**src/rtl/gf3_cube_pkg.sv**
```systemverilog
package gf3_cube_pkg;

    // Default field: GF(3)[x] / (x^FIELD_M + x^TAP_K + 2)
    localparam int unsigned FIELD_M   = 97;
    localparam int unsigned TAP_K     = 12;
    // Largest number of input digits feeding one output digit
    localparam int unsigned MAX_TERMS = 3;

    // One GF(3) digit: numeric value of the two bits equals the digit value
    typedef logic [1:0] trit_t;

    // Register contents between the two pipeline stages for one output digit
    typedef struct packed {
        trit_t head;   // sum of all but the last term
        trit_t tail;   // last term, added in the second stage
    } split_t;

    function automatic trit_t trit_neg(input trit_t a);
        return {a[0], a[1]};
    endfunction

    function automatic trit_t trit_add(input trit_t a, input trit_t b);
        logic [2:0] s;
        s = {1'b0, a} + {1'b0, b};
        if (s >= 3'd3) s = s - 3'd3;
        return s[1:0];
    endfunction

endpackage

```
**src/rtl/gf3_cube_front.sv**
```systemverilog
// First stage: optional operand negation, term selection from the
// elaboration-time cubing table, partial sum, register.
module gf3_cube_front
    import gf3_cube_pkg::*;
#(
    parameter int unsigned M     = FIELD_M,
    parameter int unsigned K     = TAP_K,
    parameter int unsigned TERMS = MAX_TERMS
) (
    input  logic               clk,
    input  logic               rst,
    input  logic               in_valid,
    input  logic               in_negate,
    input  logic [2*M-1:0]     in_poly,
    output logic               mid_valid,
    output split_t [M-1:0]     mid_q
);

    localparam int unsigned IDXW = $clog2(M);
    localparam int unsigned TW   = IDXW + 2;          // {used, flip, src}
    localparam int unsigned MAPW = M * TERMS * TW;

    // Reduce x^(3i) mod f for every i and record, for each output digit,
    // up to TERMS contributing input digits with their sign.
    function automatic logic [MAPW-1:0] build_map();
        int         p   [M];
        int         cnt [M];
        int         w0, w1, w2;
        logic [MAPW-1:0] r;
        r = '0;
        for (int j = 0; j < int'(M); j++) begin
            p[j]   = 0;
            cnt[j] = 0;
        end
        p[0] = 1;
        for (int i = 0; i < int'(M); i++) begin
            for (int j = 0; j < int'(M); j++) begin
                if (p[j] != 0) begin
                    if (cnt[j] < int'(TERMS))
                        r[(j*int'(TERMS) + cnt[j])*int'(TW) +: TW] =
                            {1'b1, (p[j] == 2), IDXW'(i)};
                    cnt[j] = cnt[j] + 1;
                end
            end
            // multiply by x^3; x^(M+r) = x^r * (2x^K + 1)
            w0 = p[M-3];
            w1 = p[M-2];
            w2 = p[M-1];
            for (int j = int'(M) - 1; j >= 3; j--) p[j] = p[j-3];
            p[0] = w0;
            p[1] = w1;
            p[2] = w2;
            p[K]   = (p[K]   + 2*w0) % 3;
            p[K+1] = (p[K+1] + 2*w1) % 3;
            p[K+2] = (p[K+2] + 2*w2) % 3;
        end
        return r;
    endfunction

    localparam logic [MAPW-1:0] CUBE_MAP = build_map();

    trit_t  opnd [M];
    split_t [M-1:0] mid_d;

    for (genvar i = 0; i < int'(M); i++) begin : g_opnd
        assign opnd[i] = in_negate ? trit_neg(in_poly[2*i +: 2]) : in_poly[2*i +: 2];
    end

    for (genvar j = 0; j < int'(M); j++) begin : g_digit
        trit_t tv [TERMS];
        trit_t acc;
        for (genvar t = 0; t < int'(TERMS); t++) begin : g_term
            localparam logic [TW-1:0] TD = CUBE_MAP[(j*TERMS + t)*TW +: TW];
            if (TD[TW-1]) begin : g_used
                assign tv[t] = TD[TW-2] ? trit_neg(opnd[TD[IDXW-1:0]])
                                        : opnd[TD[IDXW-1:0]];
            end else begin : g_none
                assign tv[t] = '0;
            end
        end
        always_comb begin
            acc = tv[0];
            for (int t = 1; t < int'(TERMS) - 1; t++) acc = trit_add(acc, tv[t]);
        end
        assign mid_d[j].head = acc;
        assign mid_d[j].tail = tv[TERMS-1];
    end

    always_ff @(posedge clk) begin
        if (rst) begin
            mid_valid <= 1'b0;
            mid_q     <= '0;
        end else begin
            mid_valid <= in_valid;
            if (in_valid) mid_q <= mid_d;
        end
    end

endmodule

```
**src/rtl/gf3_cube_back.sv**
```systemverilog
// Second stage: final ternary add per digit and result register.
module gf3_cube_back
    import gf3_cube_pkg::*;
#(
    parameter int unsigned M = FIELD_M
) (
    input  logic               clk,
    input  logic               rst,
    input  logic               mid_valid,
    input  split_t [M-1:0]     mid_q,
    output logic               out_valid,
    output logic [2*M-1:0]     out_poly
);

    logic [2*M-1:0] sum_d;

    for (genvar j = 0; j < int'(M); j++) begin : g_sum
        assign sum_d[2*j +: 2] = trit_add(mid_q[j].head, mid_q[j].tail);
    end

    always_ff @(posedge clk) begin
        if (rst) begin
            out_valid <= 1'b0;
            out_poly  <= '0;
        end else begin
            out_valid <= mid_valid;
            if (mid_valid) out_poly <= sum_d;
        end
    end

endmodule

```
**src/rtl/gf3_cube_pipe.sv**
```systemverilog
module gf3_cube_pipe
    import gf3_cube_pkg::*;
#(
    parameter int unsigned M     = FIELD_M,
    parameter int unsigned K     = TAP_K,
    parameter int unsigned TERMS = MAX_TERMS
) (
    input  logic             clk,
    input  logic             rst,
    input  logic             in_valid,
    input  logic             in_negate,
    input  logic [2*M-1:0]   in_poly,
    output logic             out_valid,
    output logic [2*M-1:0]   out_poly
);

    logic           mid_valid;
    split_t [M-1:0] mid_q;

    gf3_cube_front #(.M(M), .K(K), .TERMS(TERMS)) u_front (
        .clk       (clk),
        .rst       (rst),
        .in_valid  (in_valid),
        .in_negate (in_negate),
        .in_poly   (in_poly),
        .mid_valid (mid_valid),
        .mid_q     (mid_q)
    );

    gf3_cube_back #(.M(M)) u_back (
        .clk       (clk),
        .rst       (rst),
        .mid_valid (mid_valid),
        .mid_q     (mid_q),
        .out_valid (out_valid),
        .out_poly  (out_poly)
    );

endmodule

```
**config.mk**
```make
export PLATFORM = sky130hd
export DESIGN_NAME = gf3_cube_pipe
export DESIGN_NICKNAME = d
export VERILOG_FILES = /design/src/rtl/gf3_cube_pkg.sv /design/src/rtl/gf3_cube_front.sv /design/src/rtl/gf3_cube_back.sv /design/src/rtl/gf3_cube_pipe.sv
export SDC_FILE = /design/constraint.sdc
export NUM_CORES = 1
export LEC_CHECK = 0
export ABC_AREA = 1
export BUFFER_PORTS_ARGS = -buffer_cell sky130_fd_sc_hd__buf_2
export CORE_MARGIN = 2
export CORE_UTILIZATION = 58
export DETAILED_ROUTE_END_ITERATION = 16
export PLACE_DENSITY = 0.79
export SETUP_SLACK_MARGIN = 0.05
export SYNTH_ARGS = -nofsm -noshare
export SYNTH_HDL_FRONTEND = slang
export SYNTH_HIERARCHICAL = 1
export SYNTH_SLANG_ARGS = --single-unit
```
**constraint.sdc**
```tcl
create_clock -name clk -period 5.8 [get_ports clk]
set_input_delay 0.87 -clock clk [delete_from_list [all_inputs] [get_ports clk]]
set_output_delay 0.87 -clock clk [all_outputs]
set_load 0.03 [all_outputs]
```
# == Word level (Yosys, flattened, before mapping) ==
# Cells that the tools add are included.
# word_totals
reg_bits,446
inputBits,198
output_inout_bits,195
word_cells,911
# op_classes
n_addsub,298
order_cmp,194
n_mux,291
# op_table
op,count
$mux 2,291
$sub 2x2->2 const B,194
$add 2x2->3,104
$ge 3x2->1 const B,104
$ge 2x2->1 const B,90

# == Depth between registers and ports, before layout ==
# logic_depth
depth_word,4
ltp_mapped,19
depth_no_buf,16

# == Modules after synthesis ==
# Netlist, hierarchy kept.
# by_module_without_submodules
module,instances,cells_each,area_per_inst_um2,seq_area_each_um2
gf3_cube_front,1,2959,19353.6,5024.8
gf3_cube_back,1,2493,16475.8,3903.7

# == Least setup slack after synthesis ==
# No wires, ideal clock.
# synth_timing
kind,input -> register
from,in in_negate
to,reg u_front/mid_q[114] (netlist name)
arrival_ps,2983
path_slack_ps,2708
cell_stages,16
path_cell_list,buf_4 buf_6 buf_6 clkbuf_1 o21ai_0 ha_1 inv_1 fa_1 inv_1 ha_1 inv_1 nand3_1 nand2_1 nand2_1 nand2_1 inv_1
# synth_between
elab_chain_cells,4
word_cells_on_any_way,6
# synth_rtl
element,line_no,source
"start, declared",gf3_cube_pipe.sv:11,"input logic in_negate,"
$mux 2,gf3_cube_front.sv:66,assign opnd[i] = in_negate ? trit_neg(in_poly[2*i +: 2]) : in_poly[2*i +: 2];
$add 2x2->3 *,gf3_cube_pkg.sv:24,"s = {1'b0, a} + {1'b0, b};"
$ge 3x2->1 / $sub 2x2->2 (equally long branches),gf3_cube_pkg.sv:25,if (s >= 3'd3) s = s - 3'd3;
$mux 2 *,gf3_cube_pkg.sv:25,
# Mark *: on every way between the ends. The rest lies on a longest branch, timed or not.
# A chain may end at the register's enable or synchronous reset.

==> metrics.txt <==
outcome finished, final reports clean; clk buf depth 3; Layout area overhead 9.17%; synthesized cell area ~36,000 µm²; sequential power share 31.7%; CP endpoint kind flip-flop; Clk pwr share between 20 and 30%; GRT overflow 0; Max Freq roughly 280 MHz; CTS root buf clkbuf_16; first-pass GRT wire length 155 mm; Comb pwr share 38.7%; worst-margin pin slew 1.26 ns; LEAKAGE 22.8 nW; critical path arrival approximately 4 ns; largest net degree at the start of global routing roughly 200; Tmin final about 3.5 ns; Final Max Slew Viols 0; Mapped Cells 5,452; Synth Register Bits 446; mean post-synth cell area approximately 6.6 µm²; Final Wtd Congestion 0.898; Power Density roughly 290 nW/µm²; io pins between 300 and 400; Setup Buffers After CTS 0; post-CTS resize count 0; DRC violations left 0; Synth warnings 6; Via Count between 30,000 and 40,000; RSZ-0062 raised after global routing false; CTS tree built; Final Cycle Share approximately three fifths; proportion of layout cells with a drive suffix above 1 approximately a tenth; Sink Count about 450; cts bufs inserted 52; net switching fraction of the power 39.2%; initial antenna violation count 13; port bufs ~390; Chip Height roughly 250 µm; CORE AREA 61,400 µm²; cts hold-fix bufs 0; Req. time, crit path about 6.3 ns; FILL cells roughly 5,600; Max-Cap Viols 0; DRT iter0 DRCs between 2,000 and 2,500; Net Switching around 0.0044 W; VDD IR max 0.201 mV; WL per Instance approximately 15 µm; vias per inst just under 5; hold_ws ~0.47 ns; final setup violation count 0; Post-DRT Antenna Nets 0; DP Wirelength about 75 mm; Clock Latency Late Sink around 0.6 ns; setup tns final 0 ns; initial core utilization 58.4%; vias in the first global route between 20,000 and 30,000; Setup crit start kind input port; H-Tree Depth 2; fin nets between 6,000 and 7,000; die footprint about 64,000 µm²; HP Class flip-flop to flip-flop; Netlist cell types 20; Pint roughly 0.007 W; total track usage 30.7%; clock-pin slew on the worst setup and hold paths ~0.060 ns; CP Max Fanout approximately 180; WS Path Type input port to flip-flop; DIE WIDTH between 200 and 300 µm; Final Hold Fails 0; Row Count between 90 and 100; first drt pass iteration count 6; final setup skew just over 0.02 ns; sequential fraction of the synthesis area between 20% and 30%; drt total wl 98.6 mm; Max-slew headroom between 10% and 20%
-- placed cells by master (no fill, tap or decap) --
| master | netlist | routed |
|---|---|---|
| clkbuf_16 | 0 | 53 |
| ha_1 | 338 | 338 |
| o21a_1 | 24 | 24 |
| inv_1 | 1422 | 1421 |
| clkbuf_1 | 86 | 13 |
| nand2_1 | 1197 | 1197 |
| clkinvlp_4 | 0 | 1 |
| dfxtp_4 | 0 | 1 |
| bufinv_16 | 0 | 2 |
| o21ai_0 | 378 | 378 |
| clkinv_2 | 0 | 12 |
| or2_2 | 56 | 56 |
| a21oi_1 | 190 | 190 |
| o21ai_1 | 55 | 55 |
| nand3_1 | 371 | 371 |
| inv_2 | 4 | 3 |
| buf_4 | 159 | 8 |
| nor2_1 | 452 | 451 |
| buf_2 | 60 | 389 |
| buf_8 | 1 | 2 |
| diode_2 | 0 | 10 |
| inv_6 | 0 | 2 |
| clkbuf_8 | 0 | 15 |
| nor2_4 | 0 | 1 |
| conb_1 | 1 | 130 |
| dfxtp_1 | 446 | 445 |
| o211ai_1 | 21 | 21 |
| fa_1 | 169 | 169 |
| buf_12 | 0 | 5 |
-- stage by stage --
step | setup slack [ns] | util (%) | total power (W) | std cells | area (µm²)
after floorplan | 2.71 | - | 0.00675 | 5581 | 36300
after global placement | 1.98 | 60.9 | 0.00766 | 6448 | 37400
after detailed placement | 1.88 | 60.9 | 0.00784 | 6448 | 37400
after CTS | 2.47 | 63.7 | 0.0112 | 6543 | 39100
after global routing | 2.14 | 63.7 | 0.0120 | 6548 | 39100
final | 2.29 | 63.7 | 0.0112 | 6553 | 39100
-- cells in the mapped netlist --
master / count / area (µm²)
nand2_1: 1197 / 4490
buf_6: 22 / 248
a21oi_1: 190 / 951
buf_8: 1 / 15.0
or2_2: 56 / 350
ha_1: 338 / 4230
buf_2: 60 / 300
o21ai_0: 378 / 1890
conb_1: 1 / 3.75
o21a_1: 24 / 180
fa_1: 169 / 3380
o211ai_1: 21 / 158
nand3_1: 371 / 1860
inv_1: 1422 / 5340
buf_4: 159 / 1190
dfxtp_1: 446 / 8930
nor2_1: 452 / 1700
o21ai_1: 55 / 275
inv_2: 4 / 15.0
clkbuf_1: 86 / 323
-- power by group through the flow --
stage / Sequential (W) / Combinational [W] / Clock, W
after CTS: 0.00355 / 0.00426 / 0.00337
after global routing: 0.00358 / 0.00496 / 0.00349
after global placement: 0.00361 / 0.00406 / 0
after detailed placement: 0.00361 / 0.00423 / 0
after floorplan: 0.00377 / 0.00297 / 0
final: 0.00355 / 0.00433 / 0.00330
-- cell type report --
cell class	count	area (µm²)	share of cell area, %
diodes	10	25.0	0.0640
clock buffers	80	1570	4.01
clock inverters	15	135	0.345
inverters	1426	5360	13.7
multi-input cells	3381	20000	51.0
flip-flops and latches	446	8930	22.8
well taps	790	988	2.53
repair buffers	405	2150	5.50
-- metal layers --
metal  up-vias  global-route usage [%]  wire, µm  part of all wire [%]
met5         -                       0        61                 0.062
li1      16600                       -         -                     -
met1     14600                    39.6     41900                    42
met4        10                    12.6      4020                   4.1
met2       930                    51.0     45000                    46
met3       183                    5.11      7620                   7.7
-- worst paths after layout --
check	startpoint	endpoint	slack, ns	cells after the start
hold / removal	u_front/mid_q[35]$_SDFFE_PP0P_	u_front/mid_q[35]$_SDFFE_PP0P_	0.47	2
setup reg to reg	u_front/mid_valid$_SDFF_PP0_	u_back/out_poly[71]$_SDFFE_PP0P_	3.68	3
setup / recovery	in_negate	u_front/mid_q[114]$_SDFFE_PP0P_	2.29	15
hold reg to reg	u_front/mid_q[35]$_SDFFE_PP0P_	u_front/mid_q[35]$_SDFFE_PP0P_	0.47	2
-- flip-flops by register name (all words and copies together) (netlist names) --
register,flops
u_front/mid_q,250
u_front/mid_valid,1
u_back/out_valid,1
u_back/out_poly,194
-- worst max-delay path, cell delays in order --
cell and delay [ns]:
buf_8 0.31, buf_12 0.49, o21ai_0 0.56, ha_1 0.38
inv_1 0.06, fa_1 0.43, inv_1 0.08, ha_1 0.15
inv_1 0.06, nand3_1 0.10, nand2_1 0.07, nand2_1 0.06
nand2_1 0.05, nand2_1 0.09, inv_1 0.04
-- cells by family (layout without fill, tap and decap cells) --
family	after synthesis	count (layout)	share of synthesized area (%)
other cells	1	140	0.0105
compound gates	668	668	9.65
simple gates	2076	2076	23.4
flops	446	446	24.9
fa+ha+maj	507	507	21.2
buf+inv	1754	1926	20.7
(Power assumes the default switching activity.)
